`src/rtl/smb_host_pkg.sv`:
```
package smb_host_pkg;
    localparam int DW      = 8;
    localparam int PROTO_W = 3;
    localparam int NDATA   = 5;   // command, address, data0, data1, block

    // Register offsets (software-visible map)
    localparam int OFS_STAT = 0;
    localparam int OFS_CTRL = 2;
    localparam int OFS_CMD  = 3;
    localparam int OFS_SADR = 4;
    localparam int OFS_D0   = 5;
    localparam int OFS_D1   = 6;
    localparam int OFS_BLK  = 7;

    // Status bit positions
    localparam int ST_BUSY  = 0;
    localparam int ST_DONE  = 1;
    localparam int ST_DEV   = 2;
    localparam int ST_FAIL  = 4;
    localparam int ST_OWN   = 6;
    localparam int ST_BYTE  = 7;

    // Control bit positions
    localparam int CT_IE    = 0;
    localparam int CT_KILL  = 1;
    localparam int CT_PR_LO = 2;
    localparam int CT_GO    = 6;

    typedef struct packed {
        logic byte_done;
        logic owned;
        logic failed;
        logic dev_err;
        logic done;
        logic busy;
    } stat_t;

    typedef struct packed {
        logic byte_done;
        logic owned;
        logic failed;
        logic dev_err;
        logic done;
    } flag_clr_t;

    typedef enum logic [1:0] {
        RX_DATA0 = 2'd0,
        RX_DATA1 = 2'd1,
        RX_BLOCK = 2'd2
    } rx_tgt_e;

    function automatic logic [DW-1:0] status_byte(stat_t s);
        logic [DW-1:0] b;
        b          = '0;
        b[ST_BUSY] = s.busy;
        b[ST_DONE] = s.done;
        b[ST_DEV]  = s.dev_err;
        b[ST_FAIL] = s.failed;
        b[ST_OWN]  = s.owned;
        b[ST_BYTE] = s.byte_done;
        return b;
    endfunction

    function automatic flag_clr_t clear_mask(logic [DW-1:0] d);
        flag_clr_t c;
        c.done      = d[ST_DONE];
        c.dev_err   = d[ST_DEV];
        c.failed    = d[ST_FAIL];
        c.owned     = d[ST_OWN];
        c.byte_done = d[ST_BYTE];
        return c;
    endfunction
endpackage

```
`src/rtl/smb_status_reg.sv`:
```
module smb_status_reg
    import smb_host_pkg::*;
(
    input  logic      clk,
    input  logic      rst,
    input  logic      claim,       // status read that found the semaphore free
    input  flag_clr_t clr,         // write-one-to-clear mask (zero when no write)
    input  logic      start_pulse,
    input  logic      kill_pulse,
    input  logic      evt_done,
    input  logic      evt_dev_err,
    input  logic      evt_byte,
    output stat_t     st
);
    stat_t nxt;

    always_comb begin
        nxt = st;
        // Busy: set by start, ended by completion, device error or kill
        if (start_pulse)
            nxt.busy = 1'b1;
        else if (st.busy && (evt_done || evt_dev_err || kill_pulse))
            nxt.busy = 1'b0;
        // Sticky flags: hardware set wins over a same-cycle clear
        nxt.done      = (st.done      & ~clr.done)      | (st.busy & evt_done);
        nxt.dev_err   = (st.dev_err   & ~clr.dev_err)   | (st.busy & evt_dev_err);
        nxt.failed    = (st.failed    & ~clr.failed)    | (st.busy & kill_pulse);
        nxt.owned     = (st.owned     & ~clr.owned)     | claim;
        nxt.byte_done = (st.byte_done & ~clr.byte_done) | evt_byte;
    end

    always_ff @(posedge clk) begin
        if (rst) st <= '0;
        else     st <= nxt;
    end

    AST_SEM_STICKY: assert property (@(posedge clk) disable iff (rst)
        (st.owned && !clr.owned) |=> st.owned);
    AST_SEM_CLAIM: assert property (@(posedge clk) disable iff (rst)
        claim |=> st.owned);
    AST_BUSY_AFTER_GO: assert property (@(posedge clk) disable iff (rst)
        start_pulse |=> st.busy);
    AST_DONE_ENDS_BUSY: assert property (@(posedge clk) disable iff (rst)
        (st.busy && evt_done && !start_pulse) |=> (!st.busy && st.done));
    AST_KILL_FAILS: assert property (@(posedge clk) disable iff (rst)
        (st.busy && kill_pulse && !start_pulse) |=> (!st.busy && st.failed));
    AST_BYTE_SET_WINS: assert property (@(posedge clk) disable iff (rst)
        evt_byte |=> st.byte_done);
endmodule

```
`src/rtl/smb_ctrl_reg.sv`:
```
module smb_ctrl_reg
    import smb_host_pkg::*;
(
    input  logic               clk,
    input  logic               rst,
    input  logic               wr,        // control register write this cycle
    input  logic               busy,
    input  logic               go_in,
    input  logic               kill_in,
    input  logic               ie_in,
    input  logic [PROTO_W-1:0] proto_in,
    output logic               ie,
    output logic [PROTO_W-1:0] proto,
    output logic               start_pulse,
    output logic               kill_pulse
);
    always_ff @(posedge clk) begin
        if (rst) begin
            ie          <= 1'b0;
            proto       <= '0;
            start_pulse <= 1'b0;
            kill_pulse  <= 1'b0;
        end else begin
            start_pulse <= 1'b0;
            kill_pulse  <= 1'b0;
            if (wr) begin
                kill_pulse <= kill_in;           // kill always accepted
                if (!busy) begin
                    ie          <= ie_in;
                    proto       <= proto_in;
                    start_pulse <= go_in && !kill_in;
                end
            end
        end
    end

    AST_GO_ONE_CYCLE: assert property (@(posedge clk) disable iff (rst)
        start_pulse |=> !start_pulse);
    AST_KILL_ONE_CYCLE: assert property (@(posedge clk) disable iff (rst)
        kill_pulse |=> !kill_pulse);
    AST_CTRL_HELD_BUSY: assert property (@(posedge clk) disable iff (rst)
        busy |=> ($stable(proto) && $stable(ie)));
endmodule

```
`src/rtl/smb_data_regs.sv`:
```
module smb_data_regs
    import smb_host_pkg::*;
(
    input  logic              clk,
    input  logic              rst,
    input  logic [NDATA-1:0]  wr_hit,    // one-hot per register
    input  logic              busy,
    input  logic [DW-1:0]     wdata,
    input  logic              rx_valid,
    input  rx_tgt_e           rx_sel,
    input  logic [DW-1:0]     rx_byte,
    output logic [DW-1:0]     regs [NDATA]
);
    localparam int RX_BASE = OFS_D0 - OFS_CMD;  // first receive-loadable slot

    for (genvar i = 0; i < NDATA; i++) begin : g_reg
        logic rx_hit;
        if (i >= RX_BASE) begin : g_rx
            assign rx_hit = rx_valid && (rx_sel == rx_tgt_e'(i - RX_BASE));
        end else begin : g_norx
            assign rx_hit = 1'b0;
        end

        always_ff @(posedge clk) begin
            if (rst)
                regs[i] <= '0;
            else if (rx_hit)
                regs[i] <= rx_byte;
            else if (wr_hit[i] && !busy)
                regs[i] <= wdata;
        end
    end

    AST_CMD_HELD_BUSY: assert property (@(posedge clk) disable iff (rst)
        busy |=> $stable(regs[0]));
    AST_RX_LOAD: assert property (@(posedge clk) disable iff (rst)
        (rx_valid && rx_sel == RX_DATA0) |=> (regs[RX_BASE] == $past(rx_byte)));
endmodule

```
`src/rtl/smb_host_regs.sv`:
```
module smb_host_regs
    import smb_host_pkg::*;
#(
    parameter int ADDR_W = 3
) (
    input  logic               clk,
    input  logic               rst,
    input  logic               bus_sel,
    input  logic               bus_we,
    input  logic [ADDR_W-1:0]  bus_addr,
    input  logic [DW-1:0]      bus_wdata,
    output logic [DW-1:0]      bus_rdata,
    output logic               seq_start,
    output logic               seq_kill,
    output logic [PROTO_W-1:0] seq_proto,
    output logic [DW-1:0]      seq_cmd,
    output logic [DW-1:0]      seq_saddr,
    output logic [DW-1:0]      seq_data0,
    output logic [DW-1:0]      seq_data1,
    output logic [DW-1:0]      seq_blk,
    input  logic               seq_done,
    input  logic               seq_dev_err,
    input  logic               seq_byte_done,
    input  logic               seq_rx_valid,
    input  logic [1:0]         seq_rx_sel,
    input  logic [DW-1:0]      seq_rx_byte,
    output logic               irq
);
    localparam logic [ADDR_W-1:0] A_STAT = ADDR_W'(OFS_STAT);
    localparam logic [ADDR_W-1:0] A_CTRL = ADDR_W'(OFS_CTRL);

    logic              rd_acc, wr_acc;
    logic              stat_rd, stat_wr, ctrl_wr;
    stat_t             st;
    flag_clr_t         clr;
    logic              ie;
    logic [DW-1:0]     dregs [NDATA];
    logic [NDATA-1:0]  data_hit;

    assign rd_acc  = bus_sel && !bus_we;
    assign wr_acc  = bus_sel &&  bus_we;
    assign stat_rd = rd_acc && (bus_addr == A_STAT);
    assign stat_wr = wr_acc && (bus_addr == A_STAT);
    assign ctrl_wr = wr_acc && (bus_addr == A_CTRL);
    assign clr     = stat_wr ? clear_mask(bus_wdata) : '0;

    for (genvar i = 0; i < NDATA; i++) begin : g_hit
        assign data_hit[i] = wr_acc && (bus_addr == ADDR_W'(OFS_CMD + i));
    end

    smb_status_reg u_stat (
        .clk         (clk),
        .rst         (rst),
        .claim       (stat_rd && !st.owned),
        .clr         (clr),
        .start_pulse (seq_start),
        .kill_pulse  (seq_kill),
        .evt_done    (seq_done),
        .evt_dev_err (seq_dev_err),
        .evt_byte    (seq_byte_done),
        .st          (st)
    );

    smb_ctrl_reg u_ctrl (
        .clk         (clk),
        .rst         (rst),
        .wr          (ctrl_wr),
        .busy        (st.busy),
        .go_in       (bus_wdata[CT_GO]),
        .kill_in     (bus_wdata[CT_KILL]),
        .ie_in       (bus_wdata[CT_IE]),
        .proto_in    (bus_wdata[CT_PR_LO +: PROTO_W]),
        .ie          (ie),
        .proto       (seq_proto),
        .start_pulse (seq_start),
        .kill_pulse  (seq_kill)
    );

    smb_data_regs u_data (
        .clk      (clk),
        .rst      (rst),
        .wr_hit   (data_hit),
        .busy     (st.busy),
        .wdata    (bus_wdata),
        .rx_valid (seq_rx_valid),
        .rx_sel   (rx_tgt_e'(seq_rx_sel)),
        .rx_byte  (seq_rx_byte),
        .regs     (dregs)
    );

    assign seq_cmd   = dregs[OFS_CMD  - OFS_CMD];
    assign seq_saddr = dregs[OFS_SADR - OFS_CMD];
    assign seq_data0 = dregs[OFS_D0   - OFS_CMD];
    assign seq_data1 = dregs[OFS_D1   - OFS_CMD];
    assign seq_blk   = dregs[OFS_BLK  - OFS_CMD];

    assign irq = ie && (st.done || st.dev_err || st.failed);

    always_comb begin
        bus_rdata = '0;
        if (bus_addr == A_STAT)
            bus_rdata = status_byte(st);
        else if (bus_addr == A_CTRL) begin
            bus_rdata[CT_IE]                 = ie;
            bus_rdata[CT_PR_LO +: PROTO_W]   = seq_proto;
        end else if (bus_addr >= ADDR_W'(OFS_CMD))
            bus_rdata = dregs[int'(bus_addr) - OFS_CMD];
    end

    AST_IRQ_ON_DONE: assert property (@(posedge clk) disable iff (rst)
        (ie && st.done) |-> irq);
    AST_IRQ_NEEDS_FLAG: assert property (@(posedge clk) disable iff (rst)
        irq |-> (st.done || st.dev_err || st.failed));
    AST_NO_GO_WHILE_BUSY: assert property (@(posedge clk) disable iff (rst)
        st.busy |-> !seq_start);
endmodule

```
`config.mk`:
```
export PLATFORM = sky130hd
export DESIGN_NAME = smb_host_regs
export DESIGN_NICKNAME = d
export VERILOG_FILES = /design/src/rtl/smb_host_pkg.sv /design/src/rtl/smb_status_reg.sv /design/src/rtl/smb_ctrl_reg.sv /design/src/rtl/smb_data_regs.sv /design/src/rtl/smb_host_regs.sv
export SDC_FILE = /design/constraint.sdc
export NUM_CORES = 1
export LEC_CHECK = 0
export BUFFER_PORTS_ARGS = -buffer_cell sky130_fd_sc_hd__buf_2
export CORE_MARGIN = 8
export CORE_UTILIZATION = 47
export DETAILED_ROUTE_END_ITERATION = 7
export GPL_TIMING_DRIVEN = 0
export PLACE_DENSITY = 0.76
export SYNTH_ARGS = -nofsm -noshare
export SYNTH_HDL_FRONTEND = slang
export SYNTH_HIERARCHICAL = 1
export SYNTH_SLANG_ARGS = --single-unit
```
`constraint.sdc`:
```
create_clock -name clk -period 1.9 [get_ports clk]
set_clock_uncertainty 0.05 [all_clocks]
set_input_delay 0.285 -clock clk [delete_from_list [all_inputs] [get_ports clk]]
set_output_delay 0.285 -clock clk [all_outputs]
set_load 0.02 [all_outputs]
```
[Word level (Yosys, flattened, before mapping)]
Index checks and enable logic that the tools add are counted.
Storage, ports and cells
  flip-flop bits (word level): 52
  bits of input ports: 29
  output and inout port bits: 54
Cells by class
  add/sub/neg operators: 1
  $lt $le $gt $ge: 2
  equality and inequality tests: 8
  multiplexer cells: 18
  bitwise logic cells: 21
  reduce and logical (&&, ||, !) cells: 39
Operators by type and width (count)
  $mux W8: 10
  $ge A32 B4 Y1 const B: 1
  $not A32 Y32: 1
  $bmux W8 S3: 1
  $logic_and A1 B1 Y1: 22
  $eq A3 B3 Y1 const B: 4
  $and A1 B1 Y1: 8
  $reduce_bool A2 Y1: 4
  $not A1 Y1: 7
  $eq A3 B2 Y1 const B: 2
  $mux W3: 2
  $mux W5: 1
  $or A1 B1 Y1: 5
  $logic_not A1 Y1: 4
  $logic_or A1 B1 Y1: 4
  $mux W1: 4
  $sub A3 B2 Y4 const B: 1
  $ge A3 B2 Y1 const B: 1
  $logic_not A3 Y1: 1
  $reduce_or A3 Y1: 1
  $eq A2 B1 Y1 const B: 1
  $eq A2 B2 Y1 const B: 1
  $logic_not A2 Y1: 1
  $reduce_and A2 Y1: 1
  $reduce_or A2 Y1: 1

[Depth between registers and ports, before layout]
Gate-level depths: netlist of run 1.
  word-level depth: 8
  gate-level depth with buffers: 9

[Hierarchy]
Netlist of run 1, hierarchy kept.
Modules (own cells, without submodules)
  smb_data_regs: times used 1, cells each 165, area an instance 1692.9 um^2, seq. area each 800.8 um^2
  smb_host_regs: times used 1, cells each 97, area an instance 744.5 um^2, seq. area each 0.0 um^2
  smb_ctrl_reg: times used 1, cells each 22, area an instance 246.5 um^2, seq. area each 120.1 um^2
  smb_status_reg: times used 1, cells each 24, area an instance 214.0 um^2, seq. area each 120.1 um^2

[Worst setup path after synthesis of run 1]
OpenSTA, ideal clock, no wires.
  path type: input -> output
  from: in bus_addr[0]
  to: out bus_rdata[5]
  data arrival time: 1867 ps
  slack: -302 ps
  cell stages on the path: 9
  buffers on the path: 2
  cell sequence: ha_1 > inv_1 > ha_1 > buf_2 > buf_4 > a21oi_1 > a211oi_1 > nor2_1 > nor3_1
On the way
  word-level cells in the longest chain between the ends: 8
RTL lines
  start: declaration: RTL line smb_host_regs.sv:10  | input logic [ADDR_W-1:0] bus_addr,
  $sub A3 B2 Y4: RTL line smb_host_regs.sv:107  | bus_rdata = dregs[int'(bus_addr) - OFS_CMD];
  $not A32 Y32 (not written as such): RTL line smb_host_regs.sv:107
  $bmux W8 S3: RTL line smb_host_regs.sv:107
  $mux W8 (not written as such) (2 in series): RTL line smb_host_regs.sv:107
  $mux W8: RTL line smb_host_regs.sv:106  | end else if (bus_addr >= ADDR_W'(OFS_CMD))
  $mux W3: RTL line smb_host_regs.sv:103  | else if (bus_addr == A_CTRL) begin
  $mux W8 *: RTL line smb_host_regs.sv:101  | if (bus_addr == A_STAT)
  end: declaration: RTL line smb_host_regs.sv:12  | output logic [DW-1:0] bus_rdata,
Every way passes the cells marked *; elsewhere a longest branch is shown, timed or not. The select of a mux whose other input is x is not followed.

[Worst setup path after layout of run 1]
  from: in bus_addr[1]
  to: out bus_rdata[1]
On the way
  word-level cells in the longest chain between the ends: 8
RTL lines (RTL line)
  $sub A3 B2 Y4: smb_host_regs.sv:107
  $not A32 Y32 (not written as such): smb_host_regs.sv:107
  $bmux W8 S3: smb_host_regs.sv:107
  $mux W8 (not written as such) (2 in series): smb_host_regs.sv:107
  $mux W8: smb_host_regs.sv:106
  $mux W1: smb_host_regs.sv:103
  $mux W8 *: smb_host_regs.sv:101
Marked as above.

==> results of run 1 <==
-- flip-flops by register name, summed over array words and instances (netlist names) --
signal and cells:
u_ctrl/ie 1, u_ctrl/proto 3, u_data/regs 40, u_ctrl/kill_pulse 1, u_ctrl/start_pulse 1, u_stat/st 6
-- logic make-up after synthesis --
group / Yosys count / share of synthesized area, %
flops: 52 / 35.9
compound gates: 67 / 18.1
simple gates: 102 / 19.1
mux: 52 / 18.5
buf+inv: 27 / 4.84
fa+ha+maj: 8 / 3.45
-- synthesized netlist by cell type, drive strengths merged --
| cell | number |
|---|---|
| o211ai | 1 |
| buf | 14 |
| mux2i | 42 |
| a21oi | 7 |
| a22oi | 10 |
| o21ba | 1 |
| ha | 8 |
| nand4bb | 4 |
| nor2b | 5 |
| and3 | 10 |
| and2 | 2 |
| dfxtp | 52 |
| or3b | 1 |
| clkbuf | 6 |
| nand3b | 2 |
| and3b | 1 |
| nand3 | 1 |
| nand2b | 13 |
| a21o | 4 |
| nor4b | 1 |
| and4b | 1 |
| nor2 | 46 |
| inv | 7 |
| nor4 | 1 |
| o221ai | 3 |
| o22ai | 3 |
| or4b | 1 |
| o21ai | 5 |
| nor3 | 1 |
| mux2 | 10 |
| nand2 | 11 |
| a22o | 7 |
| a211oi | 25 |
| o31a | 1 |
| nor3b | 1 |
-- worst register-to-register path, stage by stage (launching register included) --
cell	delay, ns
dfxtp_1	0.70
nand2b_1	0.21
buf_2	0.27
mux2i_1	0.29
a211oi_1	0.12
-- power groups by stage --
stage	clock network, mW	registers (mW)	logic, mW
2_1_floorplan	0	1.22	0.268
3_3_place_gp	0	1.18	0.474
3_5_place_dp	0	1.18	0.480
4_1_cts	0.676	1.16	0.550
5_1_grt	0.715	1.16	0.620
6_report	0.660	1.16	0.584
-- final cells by class --
| class | instances | area (µm²) |
|---|---|---|
| Multi-Input combinational cell | 229 | 1900 |
| Timing Repair Buffer | 96 | 609 |
| Sequential cell | 52 | 1040 |
| Fill cell | 508 | 2040 |
| Clock buffer | 5 | 68.8 |
| Tap cell | 75 | 93.8 |
| Clock inverter | 3 | 22.5 |
| Inverter | 7 | 38.8 |
| Buffer | 19 | 143 |
-- path summary, 6_finish.rpt --
path	cells past startpoint	start	slack, ns	to
min	3	seq_byte_done	0.16	u_stat/st[5]
min reg2reg	2	u_ctrl/start_pulse	0.41	u_stat/st[0]
max	9	bus_addr[1]	-0.19	bus_rdata[1]
max reg2reg	4	u_stat/st[0]	0.13	u_data/regs[7]
-- what timing repair did --
| action | in CTS | in global routing |
|---|---|---|
| gates resized for setup | 39 | 12 |
| pin swaps | 17 | 15 |
| buffers inserted | 6 | 7 |
| endpoints found under the setup margin | 8 | 8 |
| cloned | 1 | 0 |
-- stage by stage --
stage,total power [mW],TNS (ns),utilization [%],hold slack [ns]
5_1_grt,2.50,-1.42,65.8,0.165
2_1_floorplan,1.49,0,-,0.304
3_3_place_gp,1.66,-6.28,59.1,0.383
6_report,2.40,-0.984,65.8,0.157
3_5_place_dp,1.66,-6.66,59.1,0.396
4_1_cts,2.38,-0.981,64.1,0.159
-- layer usage --
layer  up-vias  GRT usage (%)  share of wire, %
li1       1326              -                 -
met1      1296           25.8                43
met2       101           32.8                47
met3        16           5.16               7.1
met4         0           8.19               2.6
met5         -              0                 0
==> metrics.md, run 1 <==
| Metric | Value |
|---|---|
| Clock power frac | 27.5% |
| Area leader, netlist | dfxtp_1 |
| Antenna diodes | 0 |
| Root Driver | clkbuf_8 |
| Post-DP HPWL | 6860 µm |
| Vert. Die Dim | 94.5 µm |
| WP buf/inv | 4 |
| Synthesized area | 2900 µm² |
| Initial drt markers | 182 |
| Mapped Cells | 308 |
| Critical Path AT | 1.76 ns |
| Initial cell density of the core | 48.7% |
| Crit path time final | 2.09 ns |
| Vias per cell | 5.64 |
| Yosys top cell area share | 35.9% |
| Post-CTS Hold Buffers | 0 |
| Finish-stage setup viols | 8 |
| Max rail drop VDD | 0.000430 V |
| Fin crit share | 110% |
| Die area | 8930 µm² |
| Commonest non-fill, non-tap cell in the layout | buf_2 |
| CTS buffer count | 5 |
| Worst-margin pin slew | 0.680 ns |
| Routed Antenna Nets | 0 |
| CP top delay family | adder cells |
| Final net count | 447 |
| Yosys reg bits | 52 |
| DR vias | 2,739 |
| Final hold violation count | 0 |
| Max stage delay cell, worst path | ha_4 |
| Max-cap viol count | 0 |
| Pwr/cell area | 613 nW/µm² |
| Area contributors post-synth | dfxtp_1 36%, mux2i_1 15%, nor2_1 6.0%, a211oi_1 4.4%, a211oi_2 3.5% |
| Clk slew on worst S/H paths | 0.09 ns |
| Startpoint Class | input port |
| GP Congestion | 0.889 |
| DRT Wirelength | 9380 µm |
| Mean Syn Cell Area | 9.41 µm² |
| Worst hold path type | input port to flip-flop |
| CTS sink cnt | 52 |
| Die Wd | 94.5 µm |
| IO Port Bufs | 82 |
| Worst path required time | 1.56 ns |
| CP Capture Type | primary output |
| Yosys cell types | 45 |
| Sw Share | 31.3% |
| Status | finished, violations left |
| Design Area, Final | 3920 µm² |
| Seq/Total Area, Yosys | 35.9% |
| Non-filler cells, final | 486 |
| Pre-CTS WS | -0.463 ns |
| Core Box Area | 5960 µm² |
| Fmax | 0.478 GHz |
| GRT Total Usage | 20.5% |
| Pre-antenna DRT Iters | 4 |
| Int Pwr | 1.65 mW |
| Net Sw Power | 0.751 mW |
| CTS tree | built |
| GRT overflow | 0 |
| DRC | 0 |
| Vias in the first global route | 2,762 |
| Cells after DPL | 465 |
| H-tree levels | 2 |
| Num rows | 28 |
| First-pass GRT wire length | 14,300 µm |
| Post-placement cell area | 3520 µm² |
| Max-slew violation count | 0 |
| Slowest Stage Delay on Critical Path | 0.32 ns |
| Synth Warn # | 6 |
| Routed len/inst | 19.3 µm |
| Slew headroom | 54.7% |
| Antenna violations before repair | 0 |
| Total nets after synthesis | 345 |
| Part of the power in combinational logic | 24.3% |
| Pin count of the biggest net entering global routing | 21 |
| RSZ-0062 raised after global routing | true |
| Clk_lat worst skew | 0.31 ns |
| Layout cells sized above 1 | 40.4% |
| Worst Path Max Fanout | 8 |
| Ports | 83 |
| Most frequent cells in the layout | 79 x buf_2, 52 x dfxtp_1, 44 x nor2_1, 42 x mux2i_1, 17 x a211oi_1 |
| Area Growth Syn to Fin | 35.3% |
| Failing checks | setup timing |
| Critical path class | input port to primary output |
| Final setup margin | -0.190 ns |
| CTS Buffer Depth | 2 |
| Sequential power share | 48.3% |
| P_leak | 1.92 nW |
| CP Cell Sequence | buf_6, ha_4, inv_4, ha_4, buf_8, mux2_4, a22oi_2, nand2_2, buf_6 |
(Power assumes the default switching activity.)
==> inputs of run 2 (changes only) <==
--- a/config.mk
+++ b/config.mk
@@ -7,10 +7,10 @@
 export LEC_CHECK = 0
 export BUFFER_PORTS_ARGS = -buffer_cell sky130_fd_sc_hd__buf_2
 export CORE_MARGIN = 8
-export CORE_UTILIZATION = 47
+export CORE_UTILIZATION = 52
 export DETAILED_ROUTE_END_ITERATION = 7
 export GPL_TIMING_DRIVEN = 0
-export PLACE_DENSITY = 0.76
+export PLACE_DENSITY = 0.8
 export SYNTH_ARGS = -nofsm -noshare
 export SYNTH_HDL_FRONTEND = slang
 export SYNTH_HIERARCHICAL = 1
==> constraint.sdc (replaced) <==
create_clock -name clk -period 2.18 [get_ports clk]
set_clock_uncertainty 0.05 [all_clocks]
set_input_delay 0.327 -clock clk [delete_from_list [all_inputs] [get_ports clk]]
set_output_delay 0.327 -clock clk [all_outputs]
set_load 0.02 [all_outputs]
==> metrics.md, run 2 (synthesis gave the netlist of run 1 again) <==
| Metric | Value |
|---|---|
| Max reg flops | 40 |
| Pwr/cell area | 577 nW/µm² |
| Worst-margin pin slew | 0.703 ns |
| Setup TNS | 0 ns |
| Ports | 83 |
| Final net count | 436 |
| Startpoint Class | input port |
| H-tree levels | 2 |
| Initial cell density of the core | 53.3% |
| Area occupied by multi-input gates | 1820 µm² |
| Fin util | 68.0% |
| Final hold violation count | 0 |
| Antenna violations before repair | 0 |
| Core Box Area | 5440 µm² |
| Clk slew on worst S/H paths | 0.09 ns |
| Routed len/inst | 19.8 µm |
| Critical path class | input port to primary output |
| Root Driver | clkbuf_8 |
| Crit path time final | 2.15 ns |
| Critical Path AT | 1.78 ns |
| CTS Buffer Depth | 2 |
| Area Growth Syn to Fin | 27.7% |
| P_leak | 1.84 nW |
| Vias in the first global route | 2,826 |
| Commonest non-fill, non-tap cell in the layout | buf_2 |
| Pre-antenna DRT Iters | 5 |
| First-pass GRT wire length | 14,800 µm |
| WL met1 | 4040 µm |
| Vert. Die Dim | 90.7 µm |
| Max-cap viol count | 0 |
| Vias per cell | 5.89 |
| Pin count of the biggest net entering global routing | 21 |
| Uppermost layer routed | met4 |
| DR vias | 2,780 |
| Post-DP HPWL | 6700 µm |
| Num rows | 27 |
| GP Congestion | 0.911 |
| IO Port Bufs | 82 |
| Slew headroom | 53.1% |
| Met2 Routed Length | 4390 µm |
| Initial drt markers | 297 |
| DRT Wirelength | 9320 µm |
| Max stage delay cell, worst path | nor4_4 |
| Finish-stage setup viols | 0 |
| Worst path required time | 1.80 ns |
| Die Wd | 90.7 µm |
| Antenna diodes | 0 |
| Largest regs | u_data/regs x40, u_stat/st x6, u_ctrl/proto x3 |
| Worst Path Max Fanout | 7 |
| WP buf/inv | 4 |
| RSZ-0062 raised after global routing | true |
| CTS tree | built |
| Fin crit share | 98.8% |
| Die area | 8220 µm² |
| Fill cells | 444 |
| Max-slew violation count | 0 |
| CTS buffer count | 5 |
| Fmax | 0.464 GHz |
| CTS sink cnt | 52 |
| Most frequent cells in the layout | 80 x buf_2, 52 x dfxtp_1, 45 x nor2_1, 42 x mux2i_1, 17 x a211oi_1 |
| Wire length on met3 | 666 µm |
| CP Capture Type | primary output |
| CP Cell Sequence | buf_8, buf_12, inv_4, ha_2, o21ba_2, nor4_4, a22oi_2, nand2_1, buf_6 |
| Max rail drop VDD | 0.000379 V |
| Status | completed |
| Routed Antenna Nets | 0 |
| Layout cells sized above 1 | 35.5% |
| Top reg by flops | u_data/regs |
| Clk_lat worst skew | 0.30 ns |
| Worst hold path type | input port to flip-flop |
| Slowest Stage Delay on Critical Path | 0.36 ns |
| GRT overflow | 0 |
| CP top delay family | simple AND/OR/NAND/NOR gates |
| GRT Total Usage | 22.1% |
| Register area | 1040 µm² |
| DRC | 0 |
## run 2: repair_timing
item | CTS | global route
buffers inserted | 5 | 0
hold buffers | 0 | 0
pin swaps | 7 | 3
resized for setup | 37 | 9
setup endpoints to repair | 8 | 8
## run 2: worst paths after layout
path | startpoint | slack, ns | depth (start not counted) | endpoint
worst max-delay path | bus_addr[0] | 0.03 | 9 | bus_rdata[7]
worst min-delay path | seq_dev_err | 0.23 | 3 | u_stat/st[2]
worst min register to register | u_ctrl/start_pulse | 0.43 | 2 | u_stat/st[0]
worst max register to register | u_stat/st[0] | 0.43 | 4 | u_data/regs[20]
## run 2: cell type report
type,instances,share of cell area [%]
timing repair buffer,87,13.4
sequential,52,28.1
buffer,17,3.04
multi-input combinational,229,49.1
clock inverter,3,1.15
clock buffer,5,1.86
inverter,7,0.845
tap,72,2.43
## run 2: worst register-to-register path: cells and delay by family (launching register included)
family / cells / cell delay, ns
flops: 1 / 0.71
buf+inv: 1 / 0.30
mux: 1 / 0.28
simple gates: 1 / 0.18
compound gates: 1 / 0.10
## run 2: through the flow
stage | cells | power, mW | setup slack [ns] | instance area, µm² | hold WS, ns
after floorplan | 308 | 1.27 | 0.00333 | 2900 | 0.346
after global placement | 462 | 1.41 | -0.444 | 3400 | 0.383
after detailed placement | 462 | 1.42 | -0.451 | 3400 | 0.397
after CTS | 473 | 2.12 | 0.00925 | 3680 | 0.218
after global routing | 472 | 2.20 | -0.00347 | 3700 | 0.229
final | 472 | 2.13 | 0.0258 | 3700 | 0.235
## run 2: report_power, final
group          total, mW  leakage (nW)  internal (mW)  switching, mW
clock network      0.674        0.0541          0.340          0.334
registers           1.01         0.423          0.982         0.0276
logic              0.449          1.36          0.185          0.264
total               2.13          1.84           1.51          0.625
## run 2: metal layers
layer / GRT usage (%) / up-vias
li1: - / 1298
met1: 28.0 / 1329
met2: 36.1 / 132
met3: 4.49 / 21
met4: 8.04 / 0
met5: 0 / -
